===== src/rtl/flash_seq_pkg.sv =====
package flash_seq_pkg;

  typedef enum logic [2:0] {
    S_IDLE,
    S_WSETUP,
    S_WLOW,
    S_WHIGH,
    S_PWAIT,
    S_RTURN,
    S_RLOW,
    S_CHECK
  } seq_state_t;

  typedef enum logic [1:0] {
    K_PROG_CMD,
    K_PROG_DATA,
    K_VERIFY_CMD
  } wr_kind_t;

endpackage


===== src/rtl/flash_seq_timer.sv =====
module flash_seq_timer #(
  parameter int W = 9
) (
  input  logic         clk,
  input  logic         rst,
  input  logic         load,
  input  logic [W-1:0] load_val,
  output logic         zero
);
  logic [W-1:0] cnt;

  always_ff @(posedge clk) begin
    if (rst)              cnt <= '0;
    else if (load)        cnt <= load_val;
    else if (cnt != '0)   cnt <= cnt - 1'b1;
  end

  assign zero = (cnt == '0);
endmodule


===== src/rtl/flash_seq_tries.sv =====
module flash_seq_tries #(
  parameter int MAX_TRIES = 25
) (
  input  logic clk,
  input  logic rst,
  input  logic first,
  input  logic again,
  output logic exhausted
);
  localparam int CW = $clog2(MAX_TRIES + 1);
  localparam logic [CW-1:0] LIMIT = CW'(MAX_TRIES);

  logic [CW-1:0] tries;

  always_ff @(posedge clk) begin
    if (rst)        tries <= '0;
    else if (first) tries <= CW'(1);
    else if (again) tries <= tries + 1'b1;
  end

  assign exhausted = (tries >= LIMIT);
endmodule


===== src/rtl/flash_seq_readback.sv =====
module flash_seq_readback #(
  parameter int DATA_W = 8
) (
  input  logic              clk,
  input  logic              rst,
  input  logic              capture,
  input  logic [DATA_W-1:0] bus_in,
  input  logic [DATA_W-1:0] expect_val,
  output logic              match
);
  logic [DATA_W-1:0] rd_q;

  always_ff @(posedge clk) begin
    if (rst)          rd_q <= '0;
    else if (capture) rd_q <= bus_in;
  end

  assign match = (rd_q == expect_val);
endmodule


===== src/rtl/flash_byte_prog.sv =====
module flash_byte_prog
  import flash_seq_pkg::*;
#(
  parameter int ADDR_W      = 16,
  parameter int DATA_W      = 8,
  parameter int P_SETUP     = 1,
  parameter int P_WE_LOW    = 2,
  parameter int P_WE_HIGH   = 1,
  parameter int P_PROG      = 500,
  parameter int P_TURN      = 1,
  parameter int P_READ      = 2,
  parameter int P_MAX_TRIES = 25,
  parameter logic [DATA_W-1:0] CMD_PROG   = 8'h40,
  parameter logic [DATA_W-1:0] CMD_VERIFY = 8'hC0
) (
  input  logic              clk,
  input  logic              rst,
  input  logic              start,
  input  logic [ADDR_W-1:0] tgt_addr,
  input  logic [DATA_W-1:0] tgt_data,
  output logic              busy,
  output logic              done,
  output logic              fail,
  output logic              fl_ce_n,
  output logic              fl_oe_n,
  output logic              fl_we_n,
  output logic [ADDR_W-1:0] fl_addr,
  output logic [DATA_W-1:0] fl_dq_o,
  output logic              fl_dq_oe,
  input  logic [DATA_W-1:0] fl_dq_i
);
  localparam int M1   = (P_SETUP > P_WE_LOW) ? P_SETUP : P_WE_LOW;
  localparam int M2   = (M1 > P_WE_HIGH) ? M1 : P_WE_HIGH;
  localparam int M3   = (M2 > P_PROG) ? M2 : P_PROG;
  localparam int M4   = (M3 > P_TURN) ? M3 : P_TURN;
  localparam int TMAX = (M4 > P_READ) ? M4 : P_READ;
  localparam int TW   = $clog2(TMAX + 1);

  localparam logic [TW-1:0] L_SETUP = TW'(P_SETUP - 1);
  localparam logic [TW-1:0] L_WLOW  = TW'(P_WE_LOW - 1);
  localparam logic [TW-1:0] L_WHIGH = TW'(P_WE_HIGH - 1);
  localparam logic [TW-1:0] L_PROG  = TW'(P_PROG - 1);
  localparam logic [TW-1:0] L_TURN  = TW'(P_TURN - 1);
  localparam logic [TW-1:0] L_READ  = TW'(P_READ - 1);

  seq_state_t        state_q, state_d;
  wr_kind_t          kind_q, kind_d;
  logic [ADDR_W-1:0] addr_q;
  logic [DATA_W-1:0] data_q;

  logic          t_load;
  logic [TW-1:0] t_val;
  logic          t_zero;
  logic          try_first, try_again, try_out;
  logic          rb_cap, rb_match;
  logic          done_d, fail_d;

  flash_seq_timer #(.W(TW)) timer_i (
    .clk(clk), .rst(rst), .load(t_load), .load_val(t_val), .zero(t_zero)
  );

  flash_seq_tries #(.MAX_TRIES(P_MAX_TRIES)) tries_i (
    .clk(clk), .rst(rst), .first(try_first), .again(try_again),
    .exhausted(try_out)
  );

  flash_seq_readback #(.DATA_W(DATA_W)) rb_i (
    .clk(clk), .rst(rst), .capture(rb_cap), .bus_in(fl_dq_i),
    .expect_val(data_q), .match(rb_match)
  );

  always_comb begin
    state_d   = state_q;
    kind_d    = kind_q;
    t_load    = 1'b0;
    t_val     = '0;
    try_first = 1'b0;
    try_again = 1'b0;
    rb_cap    = 1'b0;
    done_d    = 1'b0;
    fail_d    = 1'b0;
    unique case (state_q)
      S_IDLE: if (start) begin
        state_d   = S_WSETUP;
        kind_d    = K_PROG_CMD;
        t_load    = 1'b1;
        t_val     = L_SETUP;
        try_first = 1'b1;
      end
      S_WSETUP: if (t_zero) begin
        state_d = S_WLOW;
        t_load  = 1'b1;
        t_val   = L_WLOW;
      end
      S_WLOW: if (t_zero) begin
        state_d = S_WHIGH;
        t_load  = 1'b1;
        t_val   = L_WHIGH;
      end
      S_WHIGH: if (t_zero) begin
        t_load = 1'b1;
        unique case (kind_q)
          K_PROG_CMD: begin
            state_d = S_WSETUP;
            kind_d  = K_PROG_DATA;
            t_val   = L_SETUP;
          end
          K_PROG_DATA: begin
            state_d = S_PWAIT;
            t_val   = L_PROG;
          end
          default: begin
            state_d = S_RTURN;
            t_val   = L_TURN;
          end
        endcase
      end
      S_PWAIT: if (t_zero) begin
        state_d = S_WSETUP;
        kind_d  = K_VERIFY_CMD;
        t_load  = 1'b1;
        t_val   = L_SETUP;
      end
      S_RTURN: if (t_zero) begin
        state_d = S_RLOW;
        t_load  = 1'b1;
        t_val   = L_READ;
      end
      S_RLOW: if (t_zero) begin
        state_d = S_CHECK;
        rb_cap  = 1'b1;
      end
      S_CHECK: begin
        if (rb_match) begin
          state_d = S_IDLE;
          done_d  = 1'b1;
        end else if (try_out) begin
          state_d = S_IDLE;
          fail_d  = 1'b1;
        end else begin
          state_d   = S_WSETUP;
          kind_d    = K_PROG_CMD;
          t_load    = 1'b1;
          t_val     = L_SETUP;
          try_again = 1'b1;
        end
      end
      default: state_d = S_IDLE;
    endcase
  end

  logic              wr_phase, rd_phase;
  logic [DATA_W-1:0] dq_next;

  assign wr_phase = (state_q == S_WSETUP) || (state_q == S_WLOW) ||
                    (state_q == S_WHIGH);
  assign rd_phase = (state_q == S_RTURN) || (state_q == S_RLOW);

  always_comb begin
    unique case (kind_q)
      K_PROG_CMD:  dq_next = CMD_PROG;
      K_PROG_DATA: dq_next = data_q;
      default:     dq_next = CMD_VERIFY;
    endcase
  end

  always_ff @(posedge clk) begin
    if (rst) begin
      state_q  <= S_IDLE;
      kind_q   <= K_PROG_CMD;
      addr_q   <= '0;
      data_q   <= '0;
      done     <= 1'b0;
      fail     <= 1'b0;
      fl_ce_n  <= 1'b1;
      fl_oe_n  <= 1'b1;
      fl_we_n  <= 1'b1;
      fl_addr  <= '0;
      fl_dq_o  <= '0;
      fl_dq_oe <= 1'b0;
    end else begin
      state_q  <= state_d;
      kind_q   <= kind_d;
      if (state_q == S_IDLE && start) begin
        addr_q <= tgt_addr;
        data_q <= tgt_data;
      end
      done     <= done_d;
      fail     <= fail_d;
      fl_ce_n  <= !(wr_phase || rd_phase);
      fl_we_n  <= (state_q != S_WLOW);
      fl_oe_n  <= (state_q != S_RLOW);
      fl_addr  <= addr_q;
      fl_dq_o  <= dq_next;
      fl_dq_oe <= wr_phase;
    end
  end

  assign busy = (state_q != S_IDLE);
endmodule


===== config.mk =====
export PLATFORM = sky130hd
export DESIGN_NAME = flash_byte_prog
export DESIGN_NICKNAME = d
export VERILOG_FILES = /design/src/rtl/flash_seq_pkg.sv /design/src/rtl/flash_seq_timer.sv /design/src/rtl/flash_seq_tries.sv /design/src/rtl/flash_seq_readback.sv /design/src/rtl/flash_byte_prog.sv
export SDC_FILE = /design/constraint.sdc
export NUM_CORES = 1
export LEC_CHECK = 0
export BUFFER_PORTS_ARGS = -buffer_cell sky130_fd_sc_hd__buf_2
export CORE_ASPECT_RATIO = 0.8
export CORE_UTILIZATION = 49
export CTS_CLUSTER_DIAMETER = 120
export DETAILED_ROUTE_END_ITERATION = 10
export PLACE_DENSITY = 0.75
export SLEW_MARGIN = 15
export SYNTH_ARGS = -nofsm -noshare
export SYNTH_HDL_FRONTEND = slang
export SYNTH_HIERARCHICAL = 1
export SYNTH_SLANG_ARGS = --single-unit

===== constraint.sdc =====
create_clock -name clk -period 3 [get_ports clk]
set_clock_uncertainty 0.1 [all_clocks]
set_input_delay 0.6 -clock clk [delete_from_list [all_inputs] [get_ports clk]]
set_output_delay 0.6 -clock clk [all_outputs]
set_load 0.05 [all_outputs]

After elaboration in Yosys (flattened, before gate mapping)
Index checks and enable logic that the tools add are counted.
W data, S select, Z words.
{"block": "word_totals", "mem_count": 0, "mem_bits_rw": 0, "rom_bits": 0, "reg_bits": 81, "word_cells": 99, "latch_bits": 0, "out_inout_bits": 31, "in_bits": 35}
{"block": "classes", "div": 0, "magnitude_cmp": 1, "muxes": 37, "add_sub_neg": 2, "n_shift": 0, "bitwise": 1, "mul": 0, "eq_ne": 21, "n_reduce_logical": 21}
{"cell": "$mux W9", "count": 4}
{"cell": "$pmux W3 S8", "count": 1}
{"cell": "$mux W3", "count": 7}
{"cell": "$ne A2 B2 Y1 const B", "count": 9}
{"cell": "$pmux W9 S2", "count": 1}
{"cell": "$pmux W8 S2", "count": 1}
{"cell": "$mux W1", "count": 14}
{"cell": "$reduce_and A7 Y1", "count": 2}
{"cell": "$eq A3 B3 Y1 const B", "count": 4}
{"cell": "$mux W2", "count": 6}
{"cell": "$logic_not A9 Y1", "count": 1}
{"cell": "$reduce_bool A9 Y1", "count": 1}
{"cell": "$sub A9 B1 Y9 const B", "count": 1}
{"cell": "$eq A8 B8 Y1", "count": 1}
{"cell": "$pmux W2 S4", "count": 1}
{"cell": "$eq A3 B2 Y1 const B", "count": 2}
{"cell": "$pmux W3 S2", "count": 1}
{"cell": "$reduce_or A2 Y1", "count": 3}
{"cell": "$add A5 B1 Y5 const B", "count": 1}
{"cell": "$ge A5 B5 Y1 const B", "count": 1}
{"cell": "$reduce_or A5 Y1", "count": 1}
{"cell": "$logic_or A1 B1 Y1", "count": 4}
{"cell": "$reduce_bool A2 Y1", "count": 2}
{"cell": "$reduce_bool A4 Y1", "count": 1}
{"cell": "other kinds (13)", "count": 13}

Logic depth before layout (Yosys ltp)
Gate-level depths: netlist of run 1.
{"block": "logic_depth", "depth_word": 6, "mapped_depth": 12, "mapped_depth_nobuf": 10}

Hierarchy
The synthesis of run 1 kept the hierarchy.
{"mod": "flash_byte_prog", "seq_area_each_um2": 1181.1, "n_inst": 1, "cells_per_inst": 236, "area_per_inst_um2": 2120.8}
{"mod": "flash_seq_timer", "seq_area_each_um2": 180.2, "n_inst": 1, "cells_per_inst": 62, "area_per_inst_um2": 514.2}
{"mod": "flash_seq_readback", "seq_area_each_um2": 160.2, "n_inst": 1, "cells_per_inst": 37, "area_per_inst_um2": 371.6}
{"mod": "flash_seq_tries", "seq_area_each_um2": 100.1, "n_inst": 1, "cells_per_inst": 29, "area_per_inst_um2": 286.5}

Worst setup path before layout of run 1
No wires, ideal clock.
{"block": "synth_path", "kind": "reg2reg", "startpoint": "register timer_i.cnt[0]", "endpoint": "register timer_i.cnt[0]", "path_stages_with_launch": 13, "path_slack_ns": 0.172, "required_time_ns": 2.772, "synth_period_minus_slack_ns": 2.828, "setup_ns": 0.128, "t_arrival_ns": 2.600, "n_path_buf": 2, "cell_sequence": "dfxtp_1 -> inv_1 -> ha_1 -> or4b_4 -> or4b_4 -> buf_6 -> inv_1 -> o21ai_0 -> or3b_1 -> clkbuf_1 -> nor3_1 -> mux2i_1 -> o21ai_1"}
{"block": "synth_between", "elab_chain_cells": 4, "word_cells_on_any_way": 11, "classes_between": "1 x add/sub; 7 x mux; 3 x reduce/logical"}
{"element": "from (decl)", "line_no": "flash_seq_timer.sv:10", "text": "logic [W-1:0] cnt;"}
{"element": "from (signal assigned)", "line_no": "flash_seq_timer.sv:14", "text": "else if (load) cnt <= load_val;"}
{"element": "from (signal assigned)", "line_no": "flash_seq_timer.sv:15", "text": "else if (cnt != '0) cnt <= cnt - 1'b1;"}
{"element": "$logic_not A9 Y1 (*)", "line_no": "flash_seq_timer.sv:18", "text": "assign zero = (cnt == '0);"}
{"element": "named net t_zero", "line_no": "flash_byte_prog.sv:53", "text": "logic t_zero;"}
{"element": "$mux W1 (*)"}
{"element": "$pmux W1 S3 (*)", "line_no": "flash_byte_prog.sv:82", "text": "unique case (state_q)"}
{"element": "named net t_load", "line_no": "flash_byte_prog.sv:51", "text": "logic t_load;"}
{"element": "$mux W9 / $reduce_bool A2 Y1 (equally long branches)"}
The timed path passes the listed nets; every way through them passes the cells marked *. The select of a mux whose other input is x is not followed.
A chain may end at the register's enable or synchronous reset.

Worst setup path after layout of run 1
{"block": "layout_path", "startpoint": "register timer_i.cnt[0]", "endpoint": "register kind_q[1]"}
{"block": "layout_between", "elab_chain_cells": 3, "word_cells_on_any_way": 4, "classes_between": "2 x eq/ne; 2 x reduce/logical"}
{"element": "$logic_not A9 Y1 (*)", "line_no": "flash_seq_timer.sv:18"}
{"element": "named net t_zero", "line_no": "flash_byte_prog.sv:53"}
{"element": "$ne A2 B2 Y1 (no source line)"}
{"element": "$reduce_and A7 Y1 (no source line) (*)"}
{"element": "to (signal assigned)", "line_no": "flash_byte_prog.sv:183", "text": "kind_q <= kind_d;"}
{"element": "to (decl)", "line_no": "flash_byte_prog.sv:47", "text": "wr_kind_t kind_q, kind_d;"}
The timed path passes the listed nets; every way through them passes the cells marked *.

==> summary.md, run 1 <==
| Metric | Value |
|---|---|
| H-tree depth | 3 |
| Combinational power share | 37.2% |
| Switch Pwr | 1.34 mW |
| Residual DRC | 0 |
| Std cell rows | 26 |
| Number of cells upsized or downsized after cts | 0 |
| Fin. Hold Viols | 0 |
| # nets final | 474 |
| Syn avg cell area | 9.05 um^2 |
| Endpoint type of the worst setup path | flop |
| P_int | 2.11 mW |
| Drt wl/cell | 12.8 um |
| Synth cell types | 56 |
| Setup violations, final | 0 |
| Status | finished, final reports clean |
| Routed Antenna Nets | 0 |
| Total of warnings raised by yosys | 6 |
| Max Clk Rate | 347 MHz |
| Max Slew Vio Count | 0 |
| Worst VDD drop | 0.543 mV |
| Crit path max fanout | 7 |
| Most common flop cell mapped by yosys | dfxtp_1 |
| Synthesized flop and latch total | 81 |
| Tmin final | 2890 ps |
| Placed cell count | 504 |
| Cells after Synth | 364 |
| Die width | 93.7 um |
| Final hold slack | 353 ps |
| Gpl congestion | 0.929 |
| Global route hottest layer | met2 |
| Port bufs | 65 |
| P_leak | 1.67 nW |
| CTS Root Cell | clkbuf_8 |
| Area Growth Syn to Fin | 18.5% |
| Post-CTS Hold Fix Bufs | 0 |
| Number of max-cap violations | 0 |
| Clock Sinks | 81 |
| Die area | 0.00705 mm^2 |
| Crit Path Category | flop to flop |
| Hold crit path type | flop to flop |
| Cell Pwr Density | 886 mW/mm^2 |
| Slew @ Worst Pin | 511 ps |
| Initial antenna violation count | 0 |
| DR iter-0 viols | 142 |
| I/O pins | 66 |
| Seq/Total Area, Yosys | 49.2% |
| Vias in the first global route | 2,261 |
| Ys async rst share | 0% |
| Worst EP arrival | 3040 ps |
| Net Sw Frac | 38.9% |
| Seq pwr share | 39.0% |
| Clock share of power | 23.8% |
| # Post-CTS Setup Buffers | 0 |
| Worst-skew pair later-pin latency | 360 ps |
| Reg clk slew, reported paths | 90 ps |
| Final setup TNS | 0 ps |
| Grt met3 use | 7.58% |
| GRT Resource Usage Total | 19.7% |
| RSZ-0062 raised after global routing | false |
| Die extent in y | 75.3 um |
| Crit path required time | 3150 ps |
| Setup crit start kind | flop |
| Vias after detailed routing | 2,638 |
| Number of synthesized flops with an enable pin | 0 |
| Final WL | 6.66 mm |
| Met1 usage | 26.0% |
| Largest net degree at the start of global routing | 43 |
| Cell area after synthesis | 0.00329 mm^2 |
| GRT met2 Usage | 29.2% |
| Routed vias/inst | 5.07 |
| Fraction of layout cells with a size suffix above 1 | 23.6% |
| Antenna diodes | 0 |
| Detailed-router iteration count before antenna repair | 5 |
| Core Area | 0.00644 mm^2 |
| Max clock buf depth | 2 |
| Slew margin rel. | 65.7% |
| First-pass GRT wire length | 10.4 mm |
| GRT Residual Overflow | 0 |
| Core Util, Final | 60.6% |
| Hpwl dp | 4.67 mm |
| Final non-filler cell total | 520 |
| Fin crit share | 96.2% |
| CTS Buf Count | 9 |
| Starting Density | 51.1% |
| TritonCTS clock tree | yes |
==> cells in the mapped netlist, drive strengths merged, types with 4 or more instances <==
master	number	share of area (%)
dfxtp	81	49
nand2	63	7.2
a21oi	34	5.2
nor2	29	3.3
nor2b	19	3.6
inv	12	1.4
nor3	11	1.7
mux2i	10	3.0
buf	9	1.9
xnor2	9	2.4
clkbuf	8	0.91
ha	8	3.0
and2	6	1.1
nand2b	5	1.0
o21ai	5	0.76
nand3	4	0.76
nand4	4	0.95
nor3b	4	0.91
nor4	4	1.2
==> sequential cells by signal, indices dropped and copies added, names as in the netlist <==
register / count
rb_i/rd_q: 8
kind_q: 2
fl_we_n: 1
tries_i/tries: 5
state_q: 3
addr_q: 16
done: 1
fl_addr: 16
fl_oe_n: 1
fl_dq_oe: 1
data_q: 8
fl_dq_o: 8
fail: 1
fl_ce_n: 1
timer_i/cnt: 9
==> layout make-up <==
| cell class | count | area, um^2 |
|---|---|---|
| clock buffers | 9 | 124 |
| clock inverters | 7 | 83.8 |
| fillers | 563 | 2540 |
| inverters | 13 | 52.6 |
| multi-input cells | 254 | 1540 |
| flip-flops and latches | 81 | 1620 |
| well taps | 84 | 105 |
| repair buffers | 72 | 378 |
==> cells by family (layout without fill, tap and decap cells) <==
logic type,count (synthesis),in the layout,synth area share (%)
AOI/OAI and AO/OA,60,60,11.5
xor gates and xnor gates,12,12,3.19
adders and majority gates,8,8,3.04
buffers and inverters,30,101,4.29
DFF,81,81,49.2
muxes,13,13,4.18
other,1,2,0.114
and+or+nand+nor,159,159,24.5
==> layout by cell type, fill, tap and decap left out, drive strengths merged, types with 3 or more instances in the layout <==
cell     n
o21ai    5
dfxtp   81
nand4    4
nor3b    4
nand2b   5
clkbuf   9
inv     15
a21oi   34
xnor2    9
mux2i   10
nand2   63
nand3    4
nor2    29
nor3    11
ha       8
buf     72
nor4     4
nor2b   19
and3     3
and2     6
mux2     3
xor2     3
a211oi   3
==> critical path: stages, from the launching register on <==
cell	delay [ps]
dfxtp_1	330
inv_1	80
ha_1	210
or4b_4	510
or4b_4	570
clkinvlp_4	160
inv_2	50
a31o_1	240
o311a_1	330
a41o_1	200
==> per-layer routing <==
layer  part of all wire (%)  wire length (um)  vias to the layer above
met4                    1.7               111                        0
li1                       -                 -                     1360
met1                     48              3220                     1168
met3                    6.4               429                       12
met5                      0                 0                        -
met2                     44              2900                       98
==> path summary, 6_finish.rpt <==
kind	slack (ps)	start	endpoint	depth (start not counted)
min	350	addr_q[3]	addr_q[3]	2
max reg2reg	110	timer_i/cnt[0]	kind_q[1]	9
max	110	timer_i/cnt[0]	kind_q[1]	9
min reg2reg	350	addr_q[3]	addr_q[3]	2
==> metrics by stage <==
stage                     power, mW  instance area [um^2]  worst slack, ps
after floorplan                2.36                  3300              172
after global routing           3.70                  3900             6.84
after detailed placement       2.62                  3690              101
after CTS                      3.45                  3890             76.9
after global placement         2.59                  3690              173
final                          3.46                  3900              114
==> power by group through the flow <==
| stage | clock [mW] | sequential, mW | combinational (mW) |
|---|---|---|---|
| final | 0.822 | 1.35 | 1.29 |
| after global routing | 0.900 | 1.37 | 1.43 |
| after CTS | 0.843 | 1.35 | 1.26 |
| after detailed placement | 0 | 1.37 | 1.25 |
| after global placement | 0 | 1.37 | 1.23 |
| after floorplan | 0 | 1.49 | 0.874 |
No activity file was read; power rests on OpenSTA's default activity.
==> run 2, diff against run 1 <==
--- a/config.mk
+++ b/config.mk
@@ -5,7 +5,7 @@
 export SDC_FILE = /design/constraint.sdc
 export NUM_CORES = 1
 export LEC_CHECK = 0
-export BUFFER_PORTS_ARGS = -buffer_cell sky130_fd_sc_hd__buf_2
+export BUFFER_PORTS_ARGS = -buffer_cell sky130_fd_sc_hd__buf_4
 export CORE_ASPECT_RATIO = 0.8
 export CORE_UTILIZATION = 49
 export CTS_CLUSTER_DIAMETER = 120
@@ -14,5 +14,4 @@
 export SLEW_MARGIN = 15
 export SYNTH_ARGS = -nofsm -noshare
 export SYNTH_HDL_FRONTEND = slang
-export SYNTH_HIERARCHICAL = 1
 export SYNTH_SLANG_ARGS = --single-unit
==> run 2 against run 1 <==
Sequential power barely moved. Highest routed layer unchanged. Synthesized area shrank 1.4%. Final area rose by 1.9%. Final cell count shrank 2.7%. Combinational power is 5% higher. Global-route usage grew 0.61 points. Worst hold slack got worse by 0.68 ps. Maximum frequency is 29% higher. Critical path depth shrank 7.
==> summary.md, run 2 <==
| Metric | Value |
|---|---|
| Slew @ Worst Pin | 636 ps |
| Vias in the first global route | 2,298 |
| Worst VDD drop | 0.305 mV |
| Max clock buf depth | 2 |
| Core Area | 0.00638 mm^2 |
| Crit Path Category | flop to primary output |
| Area Growth Syn to Fin | 22.5% |
| Clock Sinks | 81 |
| Hold crit path type | flop to flop |
| Top-area cell type share of the netlist area | 50.0% |
| Endpoint type of the worst setup path | primary output |
| Fraction of layout cells with a size suffix above 1 | 23.2% |
| Synth cell types | 52 |
| Commonest non-fill, non-tap cell in the layout | dfxtp_1 |
| Residual DRC | 0 |
| Final WL | 6.74 mm |
| Routed Antenna Nets | 0 |
| Top-count cell post-synth | dfxtp_1 |
| DR iter-0 viols | 125 |
| Die area | 0.00696 mm^2 |
| Largest regs | addr_q: 16 flops, fl_addr: 16 flops, timer_i.cnt: 9 flops |
| Critical path cell sequence | or3_1 -> buf_4 |
| I/O pins | 66 |
| Cell Pwr Density | 881 mW/mm^2 |
| Fin crit share | 74.4% |
| Port bufs | 65 |
| Total of warnings raised by yosys | 0 |
| Final hold slack | 352 ps |
| Setup violations, final | 0 |
| GRT Resource Usage Total | 20.3% |
| Detailed-router iteration count before antenna repair | 4 |
| Die width | 93.0 um |
| CP max-delay cell | dfxtp_1 |
| Final setup TNS | 0 ps |
| Slew margin rel. | 57.6% |
| Multi-input logic area | 0.00151 mm^2 |
| Max Slew Vio Count | 0 |
| Crit path required time | 2300 ps |
| Placed cell count | 491 |
| Overall Power | 3.50 mW |
| P_leak | 1.72 nW |
| Placed Area | 0.00378 mm^2 |
| Die extent in y | 74.8 um |
| CTS Buf Count | 9 |
| RSZ-0062 raised after global routing | false |
| Setup crit start kind | flop |
| Dpl ws | 914 ps |
| Final Cell Area | 0.00398 mm^2 |
| Starting Density | 50.9% |
| Worst EP arrival | 1530 ps |
| Max Clk Rate | 448 MHz |
| Drt wl/cell | 13.3 um |
| Hold Startpoint | addr_q[0] |
| Initial antenna violation count | 0 |
| Layout fillers | 554 |
| Worst r2r src | state_q[2] |
| Synthesized flop and latch total | 81 |
| Most frequent cells after synthesis | 81 x dfxtp_1, 66 x nand2_1, 33 x a21oi_1 |
| Worst setup margin | 769 ps |
| Seq/Total Area, Yosys | 50.0% |
| Syn avg cell area | 9.12 um^2 |
| Tmin final | 2230 ps |
| Worst-skew pair later-pin latency | 350 ps |
| # nets final | 456 |
| Core Util, Final | 62.3% |
| Fin. Hold Viols | 0 |
| Status | finished, final reports clean |
| Ranking of synthesized cells by area | dfxtp_1 50%, nand2_1 7.6%, a21oi_1 5.1% |
| TritonCTS clock tree | yes |
| Std cell rows | 26 |
| Final non-filler cell total | 506 |
| Reg clk slew, reported paths | 80 ps |
| Most common flop cell mapped by yosys | dfxtp_1 |
| Number of max-cap violations | 0 |
| Gpl congestion | 0.819 |
| Routed vias/inst | 5.17 |
| Worst Setup SP | state_q[2] |
| Vias after detailed routing | 2,617 |
| Cell area after synthesis | 0.00325 mm^2 |
| Cells after Synth | 356 |
| Most frequent cells in the layout | 81 x dfxtp_1, 70 x buf_4, 66 x nand2_1 |
| # Post-CTS Setup Buffers | 0 |
| H-tree depth | 3 |
| Largest net degree at the start of global routing | 66 |
| GRT Residual Overflow | 0 |
| Ys async rst share | 0% |
| Number of synthesized flops with an enable pin | 0 |
| CTS Root Cell | clkbuf_8 |
| Synth area leader | dfxtp_1 |
| Mapped Nets | 394 |
| Crit path max fanout | 17 |
| Number of cells upsized or downsized after cts | 0 |
| Antenna diodes | 0 |
| Worst path max stage delay | 720 ps |
| Post-CTS Hold Fix Bufs | 0 |
| Hpwl dp | 4.68 mm |
| Register area | 0.00162 mm^2 |
| First-pass GRT wire length | 10.9 mm |
-- run 2: changes by cell type after synthesis, sizes merged, moves of 5 or more --
cell	delta
xnor2	-8
or3	+7
inv	-6
nor3	-6
xor2	+6
a211oi	+5
ha	-5
nor2	-5
-- run 2: final timing paths --
check	endpoint	slack [ps]	depth (start not counted)
max	busy	770	2
min	addr_q[0]	350	2
max reg2reg	tries_i.tries[0]	900	4
min reg2reg	addr_q[0]	350	2
-- run 2: worst max-delay path, delay by kind of cell, from the launching register on --
family / cells / cell delay [ps]
buffers and inverters: 1 / 210
AND/OR/NAND/NOR: 1 / 250
flip-flops: 1 / 720
-- run 2: area by class of cell --
type                            count  share of cell area, %
Tap cell                           84                   2.64
Inverter                            6                  0.567
Clock inverter                      5                   1.42
Multi-Input combinational cell    250                   37.9
Clock buffer                       10                   3.46
Timing Repair Buffer               70                   13.2
Sequential cell                    81                   40.8
-- run 2: cell families after synthesis --
kind of cell	after synthesis	share of synthesized area [%]
simple gates	160	26.2
flops	81	50.0
compound gates	65	12.4
buf+inv	25	3.89
mux	12	3.70
xor+xnor	10	2.70
fa+ha+maj	3	1.16
-- run 2: report_power, final --
group	leakage [nW]	total [mW]	switching [mW]	internal (mW)
clock	0.0981	0.780	0.379	0.401
combinational	0.959	1.35	0.830	0.524
sequential	0.660	1.37	0.138	1.23
-- run 2: routing by layer --
metal	track usage, %	vias to the layer above	share of wire [%]
li1	-	1344	-
met1	27.1	1199	47
met2	31.0	67	47
met3	5.96	7	5.4
met4	8.55	0	0.76
met5	0	-	0
==> run 3, diff against run 2 <==
--- a/config.mk
+++ b/config.mk
@@ -7,10 +7,10 @@
 export LEC_CHECK = 0
 export BUFFER_PORTS_ARGS = -buffer_cell sky130_fd_sc_hd__buf_4
 export CORE_ASPECT_RATIO = 0.8
-export CORE_UTILIZATION = 49
+export CORE_UTILIZATION = 54
 export CTS_CLUSTER_DIAMETER = 120
 export DETAILED_ROUTE_END_ITERATION = 10
-export PLACE_DENSITY = 0.75
+export PLACE_DENSITY = 0.79
 export SLEW_MARGIN = 15
 export SYNTH_ARGS = -nofsm -noshare
 export SYNTH_HDL_FRONTEND = slang
==> constraint.sdc (replaced) <==
create_clock -name clk -period 2.12 [get_ports clk]
set_clock_uncertainty 0.1 [all_clocks]
set_input_delay 0.424 -clock clk [delete_from_list [all_inputs] [get_ports clk]]
set_output_delay 0.424 -clock clk [all_outputs]
set_load 0.05 [all_outputs]
==> run 3 against run 2 <==
Sequential share of layout area fell by 0.94 points. Final cell count grew 0.20%. Critical path type unchanged. Largest power group is now combinational cells. Core utilization grew 10 points.
==> summary.md, run 3 (same netlist as run 2, synthesis figures left out) <==
| Metric | Value |
|---|---|
| GRT Residual Overflow | 0 |
| Largest regs | addr_q: 16 flops, fl_addr: 16 flops, timer_i.cnt: 9 flops |
| Max Slew Vio Count | 0 |
| Setup violations, final | 0 |
| Antenna diodes | 0 |
| Number of max-cap violations | 0 |
| Final setup TNS | 0 ps |
| Max clock buf depth | 2 |
| Crit Path Category | flop to primary output |
| DR iter-0 viols | 223 |
| H-tree depth | 3 |
| Crit path max fanout | 15 |
| Residual DRC | 0 |
| CTS Buf Count | 9 |
| Routed Antenna Nets | 0 |
| Die area | 0.00633 mm^2 |
| GRT Resource Usage Total | 24.5% |
| CP max-delay cell | dfxtp_1 |
| Vias after detailed routing | 2,734 |
| Final WL | 7.11 mm |
| Worst EP arrival | 1510 ps |
| Starting Density | 57.8% |
| Endpoint type of the worst setup path | primary output |
| Fin. Hold Viols | 0 |
| First-pass GRT wire length | 11.8 mm |
| Std cell rows | 24 |
| Tmin final | 2030 ps |
| Largest net degree at the start of global routing | 32 |
| Worst VDD drop | 0.598 mV |
| Initial antenna violation count | 0 |
| Cell Pwr Density | 1290 mW/mm^2 |
| CTS Root Cell | clkbuf_8 |
| Crit path required time | 1600 ps |
| Fraction of layout cells with a size suffix above 1 | 24.9% |
| Critical path cell sequence | or3_1 -> buf_4 |
| Core Area | 0.00562 mm^2 |
| Slew @ Worst Pin | 541 ps |
| Detailed-router iteration count before antenna repair | 4 |
| Worst path max stage delay | 480 ps |
| Commonest non-fill, non-tap cell in the layout | dfxtp_1 |
| Post-CTS Hold Fix Bufs | 0 |
| Hold crit path type | primary input to flop |
| Setup crit start kind | flop |
| RSZ-0062 raised after global routing | false |
| Die width | 88.7 um |
| Hpwl dp | 4.77 mm |
| # nets final | 463 |
| Routed vias/inst | 5.39 |
| Overall Power | 5.24 mW |
| Gpl congestion | 0.883 |
| Area Growth Syn to Fin | 25.4% |
| Max Clk Rate | 493 MHz |
| Fin crit share | 95.7% |
| Drt wl/cell | 14.0 um |
| Vias in the first global route | 2,504 |
| Worst-skew pair later-pin latency | 340 ps |
| Port bufs | 65 |
| Status | finished, final reports clean |
| TritonCTS clock tree | yes |
| Reg clk slew, reported paths | 80 ps |
| I/O pins | 66 |
| Most frequent cells in the layout | 81 x dfxtp_1, 77 x buf_4, 66 x nand2_1 |
| Slew margin rel. | 63.9% |
| P_leak | 1.77 nW |
| Die extent in y | 71.3 um |
| Clock Sinks | 81 |
run 3: cell count changes in the layout (fill, tap and decap cells not counted), sizes merged:
cell,previous run,this run
clkinv,3,0
clkbuf,10,9
buf,70,77
bufinv,1,3
inv,6,8
run 3: layout make-up:
cell class	count	area (um^2)
clock buffer	9	124
clock inverter	6	115
fill	415	1550
inverter	6	22.5
multi-input combinational	250	1510
sequential	81	1620
tap	78	97.6
timing repair buffer	77	578
run 3: through the flow:
| stage | cells | cell area (um^2) | hold WS (ps) | utilization, % | setup slack, ps |
|---|---|---|---|---|---|
| 3_5_place_dp | 492 | 3830 | 342 | 68.1 | 98.4 |
| 5_1_grt | 507 | 4070 | 193 | 72.5 | 45.5 |
| 6_report | 507 | 4070 | 214 | 72.5 | 90.7 |
| 4_1_cts | 507 | 4070 | 197 | 72.4 | 80.5 |
| 2_1_floorplan | 356 | 3250 | 332 | - | 350 |
| 3_3_place_gp | 492 | 3830 | 337 | 68.1 | 233 |
run 3: layer usage:
layer | wire length (um) | vias to the layer above | GRT usage [%]
met3 | 531 | 12 | 7.83
met5 | 0 | - | 0
met2 | 3400 | 118 | 39.1
li1 | - | 1357 | -
met4 | 74 | 0 | 7.17
met1 | 3100 | 1247 | 31.9
run 3: path summary, 6_finish.rpt:
kind | depth (start not counted) | endpoint | start | slack (ps)
setup reg to reg | 7 | state_q[0] | timer_i.cnt[0] | 180
setup / recovery | 2 | busy | state_q[1] | 90
hold / removal | 3 | rb_i.rd_q[0] | fl_dq_i[0] | 210
hold reg to reg | 2 | addr_q[8] | addr_q[8] | 350
run 3: repair_timing:
item                                    4_1_cts  5_1_grt
endpoints found under the setup margin        0        3
gates resized for setup                       0        2
buffers inserted                              0        0
run 3: power breakdown:
| group | leakage (nW) | internal, mW | total [mW] | switching [mW] |
|---|---|---|---|---|
| clock network | 0.116 | 0.784 | 1.34 | 0.555 |
| registers | 0.660 | 1.74 | 1.95 | 0.208 |
| logic | 0.993 | 0.784 | 1.96 | 1.17 |
run 3: critical path, delay by kind of cell, from the launching register on:
kind	cells	cell delay (ps)
AND/OR/NAND/NOR	1	470
buffers and inverters	1	210
flip-flops	1	480
